`src/rtl/rr_pkg.sv`:
```
package rr_pkg;

   typedef struct packed {
      logic remap;
      logic image;
      logic optrom;
   } rr_cfg_t;

   localparam rr_cfg_t RR_CFG_IDLE = '{remap: 1'b0, image: 1'b0, optrom: 1'b0};

   // number of address bits that select a window of 2**span bytes
   function automatic int rr_tag_bits(input int addr_w, input int span_log2);
      return addr_w - span_log2;
   endfunction

endpackage

```
`src/rtl/rr_cfg_latch.sv`:
```
module rr_cfg_latch
   import rr_pkg::*;
(
   input  logic    clk,
   input  logic    rst_n,
   input  logic    sw_remap,
   input  logic    sw_image,
   input  logic    sw_optrom,
   output rr_cfg_t cfg_o
);

   rr_cfg_t cfg_q;

   // capture happens only while reset is held
   always_ff @(posedge clk) begin
      if (!rst_n) begin
         cfg_q.remap  <= sw_remap;
         cfg_q.image  <= sw_image;
         cfg_q.optrom <= sw_optrom;
      end
   end

   assign cfg_o = cfg_q;

   // map frozen once reset is released
   a_r8_cfg_frozen: assert property (@(posedge clk) disable iff (!rst_n)
      1'b1 |=> $stable(cfg_q));

endmodule

```
`src/rtl/rr_window.sv`:
```
module rr_window
   import rr_pkg::*;
#(
   parameter int          ADDR_W    = 20,
   parameter logic [19:0] BASE      = 20'hF0000,
   parameter int          SPAN_LOG2 = 16
)(
   input  logic [ADDR_W-1:0] addr,
   output logic              hit
);

   localparam int TAG_W = rr_tag_bits(ADDR_W, SPAN_LOG2);

   generate
      if (SPAN_LOG2 < 1 || SPAN_LOG2 > ADDR_W) begin : g_bad
         $error("rr_window: span out of range");
      end
      if (TAG_W == 0) begin : g_all
         assign hit = 1'b1;
      end else begin : g_cmp
         localparam logic [ADDR_W-1:0] BASE_W = BASE[ADDR_W-1:0];
         if ((BASE_W & ((ADDR_W'(1) << SPAN_LOG2) - ADDR_W'(1))) != '0) begin : g_align
            $error("rr_window: base not aligned to span");
         end
         assign hit = (addr[ADDR_W-1:SPAN_LOG2] == BASE_W[ADDR_W-1:SPAN_LOG2]);
      end
   endgenerate

endmodule

```
`src/rtl/rr_page_mux.sv`:
```
module rr_page_mux #(
   parameter int PAGE_W    = 5,
   parameter int SYS_SLOT0 = 6,
   parameter int SYS_SLOT1 = 7,
   parameter int OPT_SLOT  = 0
)(
   input  logic              sys_sel,
   input  logic              opt_sel,
   input  logic              image,
   input  logic [1:0]        sub_page,
   input  logic [13:0]       addr_low,
   output logic              oe,
   output logic [PAGE_W-1:0] page,
   output logic [13:0]       low
);

   localparam int SLOT_W = PAGE_W - 2;

   logic [SLOT_W-1:0] slot;
   logic [PAGE_W-1:0] sys_page;

   generate
      if (SLOT_W < 1) begin : g_bad
         $error("rr_page_mux: flash too small for two system images");
      end
      if (SYS_SLOT0 >= (1 << SLOT_W) || SYS_SLOT1 >= (1 << SLOT_W)) begin : g_slot
         $error("rr_page_mux: system slot beyond flash");
      end
      if (OPT_SLOT >= (1 << PAGE_W)) begin : g_opt
         $error("rr_page_mux: option slot beyond flash");
      end
      if (SYS_SLOT0 == SYS_SLOT1) begin : g_same
         assign slot = SLOT_W'(SYS_SLOT0);
      end else begin : g_two
         assign slot = image ? SLOT_W'(SYS_SLOT1) : SLOT_W'(SYS_SLOT0);
      end
   endgenerate

   assign sys_page = {slot, sub_page};

   always_comb begin
      oe   = 1'b0;
      page = '0;
      low  = '0;
      if (sys_sel) begin
         oe   = 1'b1;
         page = sys_page;
         low  = addr_low;
      end else if (opt_sel) begin
         oe   = 1'b1;
         page = PAGE_W'(OPT_SLOT);
         low  = addr_low;
      end
   end

endmodule

```
`src/rtl/rom_remap_decoder.sv`:
```
module rom_remap_decoder
   import rr_pkg::*;
#(
   parameter int          FLASH_AW  = 19,
   parameter int          SYS_SLOT0 = 6,
   parameter int          SYS_SLOT1 = 7,
   parameter int          OPT_SLOT  = 0,
   parameter logic [19:0] OPT_BASE  = 20'hD8000
)(
   input  logic                   clk,
   input  logic                   rst_n,
   input  logic [19:0]            host_addr,
   input  logic                   mem_rd,
   input  logic                   sw_remap,
   input  logic                   sw_image,
   input  logic                   sw_optrom,
   output logic                   flash_ce_n,
   output logic                   page_oe,
   output logic [FLASH_AW-15:0]   flash_page,
   output logic [13:0]            flash_low,
   output logic                   bus_claim
);

   localparam int          ADDR_W   = 20;
   localparam int          PAGE_W   = FLASH_AW - 14;
   localparam logic [19:0] SYS_BASE = 20'hF0000;

   generate
      if (OPT_BASE[19:16] == SYS_BASE[19:16]) begin : g_overlap
         $error("rom_remap_decoder: option window inside system region");
      end
      if (FLASH_AW < 17) begin : g_small
         $error("rom_remap_decoder: flash address too narrow");
      end
   endgenerate

   rr_cfg_t cfg;
   logic    sys_win, opt_win;
   logic    run, sys_sel, opt_sel;

   rr_cfg_latch u_cfg (
      .clk       (clk),
      .rst_n     (rst_n),
      .sw_remap  (sw_remap),
      .sw_image  (sw_image),
      .sw_optrom (sw_optrom),
      .cfg_o     (cfg)
   );

   rr_window #(.ADDR_W(ADDR_W), .BASE(SYS_BASE), .SPAN_LOG2(16)) u_sys_win (
      .addr (host_addr),
      .hit  (sys_win)
   );

   rr_window #(.ADDR_W(ADDR_W), .BASE(OPT_BASE), .SPAN_LOG2(14)) u_opt_win (
      .addr (host_addr),
      .hit  (opt_win)
   );

   assign run     = rst_n & mem_rd;
   assign sys_sel = run & cfg.remap & sys_win;
   assign opt_sel = run & cfg.optrom & opt_win;

   rr_page_mux #(
      .PAGE_W    (PAGE_W),
      .SYS_SLOT0 (SYS_SLOT0),
      .SYS_SLOT1 (SYS_SLOT1),
      .OPT_SLOT  (OPT_SLOT)
   ) u_mux (
      .sys_sel  (sys_sel),
      .opt_sel  (opt_sel),
      .image    (cfg.image),
      .sub_page (host_addr[15:14]),
      .addr_low (host_addr[13:0]),
      .oe       (page_oe),
      .page     (flash_page),
      .low      (flash_low)
   );

   assign flash_ce_n = ~(sys_sel | opt_sel);
   assign bus_claim  = sys_sel;

   // claim only on reads in the top 64 KB
   a_r2_claim_region: assert property (@(posedge clk) disable iff (!rst_n)
      bus_claim |-> (mem_rd && host_addr[19:16] == 4'hF && !flash_ce_n));

   // no claim while remap is latched off
   a_r4_no_claim_off: assert property (@(posedge clk) disable iff (!rst_n)
      !cfg.remap |-> !bus_claim);

   // option selection uses the option slot
   a_r5_opt_page: assert property (@(posedge clk) disable iff (!rst_n)
      (!flash_ce_n && !bus_claim) |-> (flash_page == PAGE_W'(OPT_SLOT)));

   // shared pins quiet when flash not enabled
   a_r9_pins_quiet: assert property (@(posedge clk) disable iff (!rst_n)
      (page_oe == !flash_ce_n) && (!page_oe -> (flash_page == '0 && flash_low == '0)));

   // no selection without a read strobe
   a_r10_need_read: assert property (@(posedge clk) disable iff (!rst_n)
      !mem_rd |-> (flash_ce_n && !bus_claim));

endmodule

```
`config.mk`:
```
export PLATFORM = sky130hd
export DESIGN_NAME = rom_remap_decoder
export DESIGN_NICKNAME = d
export VERILOG_FILES = /design/src/rtl/rr_pkg.sv /design/src/rtl/rr_cfg_latch.sv /design/src/rtl/rr_window.sv /design/src/rtl/rr_page_mux.sv /design/src/rtl/rom_remap_decoder.sv
export SDC_FILE = /design/constraint.sdc
export NUM_CORES = 1
export LEC_CHECK = 0
export BUFFER_PORTS_ARGS = -buffer_cell sky130_fd_sc_hd__buf_2
export CAP_MARGIN = 5
export CORE_MARGIN = 5
export CORE_UTILIZATION = 33
export CTS_CLUSTER_DIAMETER = 150
export DETAILED_ROUTE_END_ITERATION = 8
export GPL_TIMING_DRIVEN = 0
export PLACE_DENSITY = 0.78
export SLEW_MARGIN = 15
export SYNTH_ARGS = -nofsm -noshare
export SYNTH_HDL_FRONTEND = slang
export SYNTH_SLANG_ARGS = --single-unit
```
`constraint.sdc`:
```
create_clock -name clk -period 1.6 [get_ports clk]
set_input_delay 0.24 -clock clk [delete_from_list [all_inputs] [get_ports clk]]
set_output_delay 0.24 -clock clk [all_outputs]
set_load 0.05 [all_outputs]
```
# --- Yosys cells after proc, flatten, opt, wreduce, memory -nomap -nowiden ---
# Index checks and enable logic that the tools add are counted.
word_totals:
  regBits: 3
  output_inout_bits: 22
  wordCells: 18
  in_bits: 26
classes:
  n_bitwise: 7
  eq_ne: 2
  mux: 6
ops:
  columns: ["op", "n"]
  rows:
  - ["$mux W14", 2]
  - ["$eq A6 B6 Y1 const B", 1]
  - ["$and A1 B1 Y1", 5]
  - ["$mux W5", 1]
  - ["$eq A4 B4 Y1 const B", 1]
  - ["$mux W1", 3]
  - ["$not A1 Y1", 1]
  - ["$or A1 B1 Y1", 1]

# --- Longest topological paths before layout ---
# Gate-level depths: netlist of the first run.
logic_depth:
  ltp_word: 5
  ltp_mapped: 4
  mapped_depth_nobuf: 2

# --- Cells and area by module ---
# A second synthesis of the first run with hierarchy kept.
unflattened:
  cells_unflattened: 36
  hier_area_um2: 332.8
by_module_without_submodules:
  columns: ["mod", "area_per_inst_um2", "instances", "seq_area_each_um2", "cells_each"]
  rows:
  - ["rr_page_mux", 182.7, 1, 0.0, 23]
  - ["rr_cfg_latch", 93.8, 1, 90.1, 4]
  - ["rom_remap_decoder", 26.3, 1, 0.0, 6]
  - ["rr_window (u_opt_win)", 21.3, 1, 0.0, 2]
  - ["rr_window (u_sys_win)", 8.8, 1, 0.0, 1]

# --- Least setup slack after synthesis of the first run ---
# Ideal clock, no wire load.
synth_timing:
  path_kind: "register to output"
  startpoint: "reg u_cfg.cfg_q, in the netlist u_cfg.cfg_o[2]"
  endpoint: "out flash_page[3]"
  path_slack_ps: -940
  stages_incl_launch_ff: 5
  arrival_ps: 2300
  required_time_ps: 1360
  n_path_buf: 2
  cell_sequence: "edfxtp_1 -> nand2_1 -> buf_2 -> nor3_1 -> buf_4"
synth_between:
  elab_chain_cells: 3
synth_lines:
  columns: ["element", "line_no", "text"]
  rows:
  - ["start, declared", "rr_cfg_latch.sv:12", "rr_cfg_t cfg_q;"]
  - ["$and A1 B1 Y1 (2 in a row)", "rom_remap_decoder.sv:61", "assign sys_sel = run & cfg.remap & sys_win;"]
  - ["net bus_claim", "rom_remap_decoder.sv:21", "output logic bus_claim"]
  - ["$mux W5", "rr_page_mux.sv:45", "if (sys_sel) begin"]
  - ["end, declared", "rom_remap_decoder.sv:19", "output logic [FLASH_AW-15:0] flash_page,"]
# The timed path passes the listed nets, and every way through them passes these cells.

# --- Worst setup path after layout of the first run ---
layout_timing:
  startpoint: "reg u_cfg.cfg_q, in the netlist u_cfg.cfg_o[0]"
  endpoint: "out flash_low[12]"
layout_between:
  elab_chain_cells: 4
layout_lines:
  columns: ["element", "line_no", "text"]
  rows:
  - ["$and A1 B1 Y1 (2 in a row)", "rom_remap_decoder.sv:62", "assign opt_sel = run & cfg.optrom & opt_win;"]
  - ["$mux W14", "rr_page_mux.sv:49", "end else if (opt_sel) begin"]
  - ["$mux W14", "rr_page_mux.sv:45", null]
  - ["end, declared", "rom_remap_decoder.sv:20", "output logic [13:0] flash_low,"]
# Every way passes these cells.

==> summary.txt, run 1 <==
Num CTS Buffers = 3
Final critical-path required period = 1.67 ns
Setup CP Type = reg2out
PnR worst setup slack = -0.0675 ns
Met2 usage = 27.9%
CP max stage delay = 0.31 ns
Global Route Usage Sum = 15.6%
Final HPWL DP = 1250 um
Vias per std cell = 5.32
Worst slew pin tran = 0.436 ns
Synth-to-Final Area Change = 135%
Starting Density = 34.5%
Post-layout net count = 138
Worst Path Buf+Inv = 3
CP max FO = 8
Final ANT Viol Nets = 0
CP required = 1.36 ns
Maximum clock path buffer count = 2
Power Density = 378 nW/um^2
Core Footprint = 1300 um^2
Failing checks = negative setup slack
N_diodes = 0
Status = complete, but fails checks
Placement Rows = 13
Max cap viols = 0
Post-cts hold buffer count = 0
Via count = 670
Post-synth net total = 80
Routed len/inst = 15.8 um
Setup crit end kind = output pin
#FFs+latches synth = 3
RSZ-0062 raised after global routing = true
DR DRC count = 0
Fin crit share = 104%
Vias in the first global route = 638
Commonest cells after routing, fill and taps aside = buf_2, nand3_1, buf_4
Mapped Area = 449 um^2
Share of cells above drive strength 1 = 73.0%
Slowest cell on crit path = edfxtp_1
Distinct cells, synth = 13
IO buf count = 47
Largest net degree at the start of global routing = 11
Die H = 46.9 um
Worst path cell trace = nand4bb_1 -> buf_6 -> clkbuf_16 -> a211oi_4 -> buf_6
# setup viols final = 12
GRT overflow = 0
Fin. Hold Viols = 0
Yosys warning count = 0
CP top delay family = buffers and inverters
Number of flip-flops in the largest register = 3
Hold Path Stages = 1
Crit start category = flop
Drt pass-1 iters = 4
Post-synthesis sequential area ratio = 20.1%
Relative slew slack = 71.0%
Root Driver = clkbuf_4
Pleak = 0.425 nW
Worst Hold Class = in2reg
Clock sinks = 3
Met1 GRT Util = 17.9%
GRT met3 Usage = 3.07%
Avg Inst Size Synth = 8.32 um^2
Mapped Cells = 54
H-tree levels = 1
First-pass GRT wire length = 2510 um
Fin Setup TNS = -0.306 ns
GRT Max-Usage Layer = met2
Hold endpoint = u_cfg.cfg_o[0]
Die Wd = 46.9 um
CP arrival = 1.43 ns
Clk pin slew, worst setup/hold paths = 0.04 ns
Most frequent CP cell = buf_6
Iteration-0 DRC Markers = 11
Initial antenna violation count = 0
Routed WL = 1990 um
Slew Viols, Final = 0
Number of fill cells = 84
Io pins = 48
Commonest non-fill, non-tap cell in the layout = buf_2
Hold wc startpoint = sw_optrom
Pre-CTS WS = -0.0772 ns
CTS tree = done
Full die area = 2200 um^2
VDD IR max = 0.500 mV
RePlAce Congestion = 0.719
Max Clock Freq = 600 MHz
==> kinds of logic after synthesis <==
group | Yosys count | synth area share [%]
flip-flops | 3 | 20.1
AND/OR/NAND/NOR | 25 | 28.7
AO/OA/AOI/OAI | 16 | 38.2
buffers and inverters | 10 | 13.1
==> layer usage <==
| metal | part of all wire, % | vias up |
|---|---|---|
| li1 | - | 322 |
| met1 | 35 | 323 |
| met2 | 59 | 25 |
| met3 | 6.2 | 0 |
| met4 | 0 | 0 |
| met5 | 0 | - |
==> synth_stat cells, drive strengths merged <==
cell	count	area [um^2]
a211o	1	8.76
a211oi	15	163
buf	8	51.3
clkbuf	1	3.75
edfxtp	3	90.1
inv	1	3.75
nand2	2	7.51
nand3	18	90.1
nand4bb	1	11.3
nor3	4	20.0
==> where the power goes <==
part / leakage [nW] / total [mW] / internal (mW) / switching [mW]
combinational: 0.381 / 0.165 / 0.0704 / 0.0951
sequential: 0.0294 / 0.0970 / 0.0940 / 0.00296
clock: 0.0150 / 0.137 / 0.0937 / 0.0433
==> final cells by class <==
| type | instances | area [um^2] | area share [%] |
|---|---|---|---|
| timing repair buffer | 53 | 420 | 39.8 |
| sequential | 3 | 90.1 | 8.53 |
| inverter | 1 | 3.75 | 0.355 |
| clock buffer | 4 | 26.3 | 2.49 |
| tap | 15 | 18.8 | 1.78 |
| buffer | 9 | 90.1 | 8.53 |
| multi-input combinational | 41 | 407 | 38.5 |
==> worst max path at each step <==
stage                   startpoint             to  slack, ns  cells past startpoint
floorplan            host_addr[17]   flash_low[0]      -0.41                      3
global placement     host_addr[17]   flash_low[6]      -0.07                      6
detailed placement   host_addr[17]        page_oe      -0.08                      6
CTS                 u_cfg.cfg_o[0]        page_oe      -0.06                      5
global route        u_cfg.cfg_o[0]  flash_low[12]      -0.10                      5
finish              u_cfg.cfg_o[0]  flash_low[12]      -0.07                      5
==> per-stage QoR <==
| step | hold slack (ns) | std cells | util (%) | power, mW | cell area [um^2] |
|---|---|---|---|---|---|
| floorplan | 0.339 | 54 | - | 0.179 | 557 |
| global placement | 0.418 | 116 | 62.3 | 0.224 | 811 |
| detailed placement | 0.418 | 116 | 62.3 | 0.226 | 811 |
| CTS | 0.174 | 121 | 72.6 | 0.373 | 945 |
| global route | 0.173 | 126 | 81.2 | 0.417 | 1060 |
| finish | 0.175 | 126 | 81.2 | 0.399 | 1060 |
==> what timing repair did <==
| action | CTS | global route |
|---|---|---|
| pin swaps | 3 | 9 |
| endpoints found under the hold margin | 0 | 0 |
| resized for setup | 31 | 19 |
| setup endpoints to repair | 14 | 19 |
| cloned | 0 | 2 |
| setup buffers | 1 | 3 |
Note: power is estimated with default switching activity, not from simulation.
==> inputs of run 2 (changes only) <==
- ABC_AREA: unset -> 1
- CORE_AREA: unset -> 5 5 42 44
- CORE_MARGIN: 5 -> unset
- CORE_UTILIZATION: 33 -> unset
- DIE_AREA: unset -> 0 0 47 49
- PLACE_DENSITY: 0.78 -> 0.73
==> run 2 against run 1 <==
  * The run now ends clean
  * First-iteration DRC count shrank 64%
  * Clock power fell by 9%
  * Wire length decreased by 32%
  * Sequential share of layout area grew 2.0 points
  * Power down 24%
  * Global-route usage decreased by 4.8 points
  * Via count is 20% lower
  * Combinational power down 51%
  * Critical path depth rose by 1
  * Die area grew 4.7%
  * Clock-buffer cell count unchanged
  * Setup slack gained 0.11 ns
  * Critical path type unchanged
  * Largest cell class unchanged
  * Largest power group is now the clock network
  * Highest routed layer is now met4
==> summary.txt, run 2 <==
Die Wd = 47 um (+0.22%)
Footprint of the multi-input gates = 238 um^2 (-42%)
Yosys warning count = 0 (unchanged)
Full die area = 2300 um^2 (+4.7%)
RePlAce Congestion = 0.655 (-9.0%)
CTS tree = done
First-pass GRT wire length = 1880 um (-25%)
Number of fill cells = 141 (+68%)
Synth Flop Type = edfxtp_1
Fin. Hold Viols = 0 (unchanged)
Drt pass-1 iters = 2 (-2)
Synth top cells by count = inv_1, a21oi_1, nor2_1
Pleak = 0.494 nW (+16%)
Avg Inst Size Synth = 6.52 um^2 (-22%)
Relative slew slack = 83.1% (+12 points)
Mapped Cells = 57 (+5.6%)
GRT overflow = 0 (unchanged)
Worst slew pin tran = 0.255 ns (-0.181 ns)
Worst Path Buf+Inv = 3 (unchanged)
Max Clock Freq = 643 MHz (+7.3%)
Clk pin slew, worst setup/hold paths = 0.04 ns (about the same)
Post-synth net total = 83 (+3.8%)
Placement Rows = 14 (+1)
WHS = 0.189 ns (+0.0136 ns)
Via count = 539 (-20%)
Most frequent CP cell = buf_6
Max cap viols = 0 (unchanged)
Routed WL = 1340 um (-32%)
Fin Setup TNS = 0 ns (+0.306 ns)
Synth-to-Final Area Change = 130%
Mapped Area = 372 um^2 (-17%)
Power Density = 353 nW/um^2 (-6.7%)
Core Footprint = 1400 um^2 (+7.7%)
Setup CP Type = reg2out
IO buf count = 47 (unchanged)
Register Area = 90.1 um^2 (unchanged)
Hold endpoint = u_cfg.cfg_o[2]
Setup crit end kind = output pin
DR DRC count = 0 (unchanged)
CP required = 1.36 ns (about the same)
Commonest cells after routing, fill and taps aside = buf_2, inv_1, buf_6
Status = finished, final reports clean
Slowest cell on crit path = edfxtp_1
Number of flip-flops in the largest register = 3 (unchanged)
Hold Path Stages = 1 (unchanged)
Clock sinks = 3 (unchanged)
Fin crit share = 97.1% (-7.1 points)
Distinct cells, synth = 12 (-1)
Top cells by area, synth = edfxtp_1, inv_1, a21oi_1, buf_6, nor2_1
CP max FO = 7 (-1)
Vias in the first global route = 492 (-23%)
# setup viols final = 0 (-12)
Maximum clock path buffer count = 2 (unchanged)
Largest net degree at the start of global routing = 11 (unchanged)
Worst path cell trace = inv_1 -> nor2_2 -> nand3_4 -> buf_6 -> a21oi_2 -> buf_6
Hold wc startpoint = sw_remap
CP arrival = 1.31 ns (-0.12 ns)
Root Driver = clkbuf_4
Post-synth top area share = 24.2% (-3.6 points)
Count leader, synth = inv_1
Final ANT Viol Nets = 0 (unchanged)
CP top delay family = buffers and inverters
CP max stage delay = 0.32 ns (about the same)
RSZ-0062 raised after global routing = true
N_diodes = 0 (unchanged)
Commonest non-fill, non-tap cell in the layout = buf_2
#FFs+latches synth = 3 (unchanged)
Post-layout net count = 139 (+0.72%)
Area leader, netlist = edfxtp_1
Post-synth EDFFs = 3 (unchanged)
Final HPWL DP = 997 um (-20%)
Final critical-path required period = 1.55 ns (-0.113 ns)
Post-cts hold buffer count = 0 (unchanged)
H-tree levels = 1 (unchanged)
Slew Viols, Final = 0 (unchanged)
Worst Hold Class = in2reg
Ys async rst share = 0% (unchanged)
Io pins = 48 (unchanged)
Share of cells above drive strength 1 = 67.0% (-6.0 points)
Initial antenna violation count = 0 (unchanged)
Post-synthesis sequential area ratio = 24.2% (+4.2 points)
Starting Density = 26.5% (-8.0 points)
Die H = 49 um (+4.5%)
VDD IR max = 0.379 mV (-24%)
Iteration-0 DRC Markers = 4 (-7)
Global Route Usage Sum = 10.8% (-4.8 points)
Routed len/inst = 10.5 um (-33%)
Vias per std cell = 4.21 (-21%)
Num CTS Buffers = 3 (unchanged)
Crit start category = flop
run 2: cells by family (layout without fill, tap and decap cells):
family,Yosys count,count (layout),share of synthesized area [%]
AOI/OAI and AO/OA,14,14,20.9
buffers and inverters,26,80,32.3
DFF,3,3,24.2
and+or+nand+nor,14,15,22.6
run 2: how the worst max path moves through the flow:
stage | from | endpoint | slack [ns] | cells past startpoint
after floorplan | u_cfg.cfg_o[2] | flash_low[10] | -0.18 | 5
after global placement | rst_n | flash_page[4] | 0.13 | 8
after detailed placement | host_addr[14] | flash_low[4] | 0.1 | 6
final | u_cfg.cfg_o[0] | flash_low[5] | 0.05 | 6
after global routing | u_cfg.cfg_o[0] | flash_low[5] | -0.04 | 6
after CTS | u_cfg.cfg_o[0] | flash_low[10] | -0.01 | 6
run 2: timing repair:
| action | 4_1_cts | 5_1_grt |
|---|---|---|
| setup endpoints to repair | 16 | 17 |
| pin swaps | 2 | 3 |
| gates resized for setup | 24 | 26 |
| setup buffers | 0 | 2 |
| cloned | 1 | 1 |
| hold endpoints to repair | 0 | 0 |
run 2: final cells by class:
class	count	share of cell area, %
Timing Repair Buffer	50	41.2
Inverter	22	9.65
Buffer	4	5.41
Clock buffer	4	3.07
Multi-Input combinational cell	29	27.8
Tap cell	16	2.34
Sequential cell	3	10.5
run 2: routing by layer:
metal	GRT usage [%]	vias to the layer above	wire length, um
met4	2.76	0	7
met5	0	-	0
met3	2.21	2	99
met2	22.4	21	802
met1	9.27	238	434
li1	-	278	-
run 2: report_power, final:
part           internal, mW  switching (mW)  leakage (nW)  total [mW]
sequential           0.0940         0.00156        0.0294      0.0956
combinational        0.0363          0.0452         0.450      0.0814
clock                0.0929          0.0322        0.0150       0.125
total                 0.223          0.0789         0.494       0.302
run 2: metrics by stage:
stage	cell area [um^2]	std cells	total power, mW	setup WS [ns]	util [%]
finish	856	128	0.302	0.0458	61.1
global route	856	128	0.328	-0.0365	61.1
CTS	726	125	0.300	-0.0135	51.8
detailed placement	627	120	0.165	0.0974	44.7
global placement	627	120	0.162	0.133	44.7
floorplan	372	57	0.129	-0.178	-
==> inputs of run 3 (changes only) <==
- BUFFER_PORTS_ARGS: -buffer_cell sky130_fd_sc_hd__buf_2 -> -buffer_cell sky130_fd_sc_hd__clkbuf_2
- PLACE_DENSITY: 0.73 -> 0.74
- clock period: 1.6 -> 1.8 ns (I/O delays scaled with it)
==> run 3 against run 2 <==
  * Global-route usage is 0.42 points lower
  * Worst hold slack better by 0.017 ns
  * Final area is 21% lower
  * Via count shrank 6.5%
  * Power down 12%
==> summary.txt, run 3 (synthesis gave the netlist of run 2 again) <==
Status = finished, final reports clean
Clock Power Share = 44.7% (+3.3 points)
Post-Layout Cell Count = 124 (-3.1%)
Maximum clock path buffer count = 2 (unchanged)
Worst Hold Class = in2reg
CP max stage delay = 0.32 ns (about the same)
CP max FO = 10 (+3)
Final ANT Viol Nets = 0 (unchanged)
Routed WL = 1130 um (-16%)
Max Clock Freq = 597 MHz
First-pass GRT wire length = 1770 um (-6.2%)
Setup bufs post-CTS = 0 (unchanged)
WHS = 0.206 ns (+0.0173 ns)
Routed len/inst = 9.11 um (-13%)
Full die area = 2300 um^2 (unchanged)
Drt pass-1 iters = 4 (+2)
Die H = 49 um (unchanged)
Number of fill cells = 157 (+11%)
Iteration-0 DRC Markers = 6 (+2)
Commonest cells after routing, fill and taps aside = clkbuf_2, inv_1, a21oi_1
N_diodes = 0 (unchanged)
# setup viols final = 0 (unchanged)
Number of flip-flops in the largest register = 3 (unchanged)
Final core occ = 48.0% (-13 points)
Final critical-path required period = 1.68 ns
DR DRC count = 0 (unchanged)
Hold Path Stages = 1 (unchanged)
Post_cts resized = 0 (-100%)
Worst path cell trace = inv_1 -> nor2_2 -> nand2_4 -> buf_6 -> a21oi_1 -> buf_2
Vias per std cell = 4.06 (-3.5%)
Pleak = 0.463 nW (-6.4%)
Placed cell count = 120 (unchanged)
Final HPWL DP = 985 um (-1.1%)
Share of cells above drive strength 1 = 57.4% (-9.6 points)
Slowest cell on crit path = edfxtp_1
Post-cts hold buffer count = 0 (unchanged)
Vias in the first global route = 473 (-3.9%)
Worst slew pin tran = 0.286 ns (+0.0316 ns)
CP arrival = 1.41 ns (+0.10 ns)
Commonest non-fill, non-tap cell in the layout = clkbuf_2
IO buf count = 47 (unchanged)
Max cap viols = 0 (unchanged)
Root Driver = clkbuf_4
Pre-CTS WS = 0.220 ns (+0.123 ns)
Num CTS Buffers = 3 (unchanged)
Clk pin slew, worst setup/hold paths = 0.04 ns (about the same)
Relative slew slack = 81.0% (-2.1 points)
Slew Viols, Final = 0 (unchanged)
Placement Rows = 14 (unchanged)
VDD IR max = 0.358 mV (-5.4%)
H-tree levels = 1 (unchanged)
RePlAce Congestion = 0.695 (+6.1%)
Clock sinks = 3 (unchanged)
Post-layout net count = 135 (-2.9%)
Total power = 0.267 mW (-12%)
Fin. Hold Viols = 0 (unchanged)
GRT overflow = 0 (unchanged)
Setup crit end kind = output pin
PnR worst setup slack = 0.124 ns (+0.0778 ns)
Logic pwr share = 23.4% (-3.6 points)
Internal = 0.195 mW (-12%)
Power Density = 396 nW/um^2 (+12%)
CTS tree = done
Largest net degree at the start of global routing = 11 (unchanged)
Setup CP Type = reg2out
Synth-to-Final Area Change = 81.1%
Initial antenna violation count = 0 (unchanged)
Starting Density = 26.5% (unchanged)
Sw Share = 26.7% (+0.58 points)
Via count = 504 (-6.5%)
Fin crit share = 93.1%
P_sw = 0.0712 mW (-9.8%)
Sequential power share = 31.8% (+0.2 points)
Io pins = 48 (unchanged)
Die Wd = 47 um (unchanged)
Global Route Usage Sum = 10.4% (-0.42 points)
Core Footprint = 1400 um^2 (unchanged)
CP required = 1.53 ns (+0.17 ns)
Crit start category = flop
run 3: cell count changes in the layout (fill, tap and decap cells not counted), sizes merged:
cell,previous run,this run
buf,52,10
clkbuf,6,45
nand2,7,6
run 3: stage by stage:
stage	TNS [ns]	cell area, um^2
final	0	673
after CTS	0	653
after global routing	-0.000285	673
after global placement	0	627
after detailed placement	0	627
after floorplan	-0.0332	372
run 3: cell type report:
class,count,area [um^2],area share (%)
Timing Repair Buffer,47,250,37.2
Sequential cell,3,90.1,13.4
Multi-Input combinational cell,28,166,24.7
Inverter,22,82.6,12.3
Clock buffer,4,26.3,3.90
Tap cell,16,20.0,2.97
Buffer,4,37.5,5.58
run 3: worst max-delay path: cells and delay by family, from the launching register on:
kind            cells  cell delay [ns]
flops               1             0.32
simple gates        2             0.24
compound gates      1             0.13
buf+inv             3             0.48
run 3: power by group through the flow:
stage | Clock (mW) | Combinational [mW] | Sequential (mW)
4_1_cts | 0.127 | 0.0612 | 0.0850
3_5_place_dp | 0 | 0.0610 | 0.0860
2_1_floorplan | 0 | 0.0294 | 0.0854
5_1_grt | 0.137 | 0.0697 | 0.0851
6_report | 0.119 | 0.0625 | 0.0849
3_3_place_gp | 0 | 0.0592 | 0.0856
run 3: path summary, 6_finish.rpt:
path / slack, ns / endpoint / start
min: 0.21 / u_cfg.cfg_o[2] / sw_remap
max: 0.12 / flash_low[8] / u_cfg.cfg_o[2]
run 3: routing by layer:
metal,part of all wire (%),wire [um],track usage [%],vias up
met5,0,0,0,-
met3,9.5,107,2.21,3
met2,60,677,19.9,24
li1,-,-,-,264
met1,28,317,8.17,213
met4,2.5,28,7.37,0
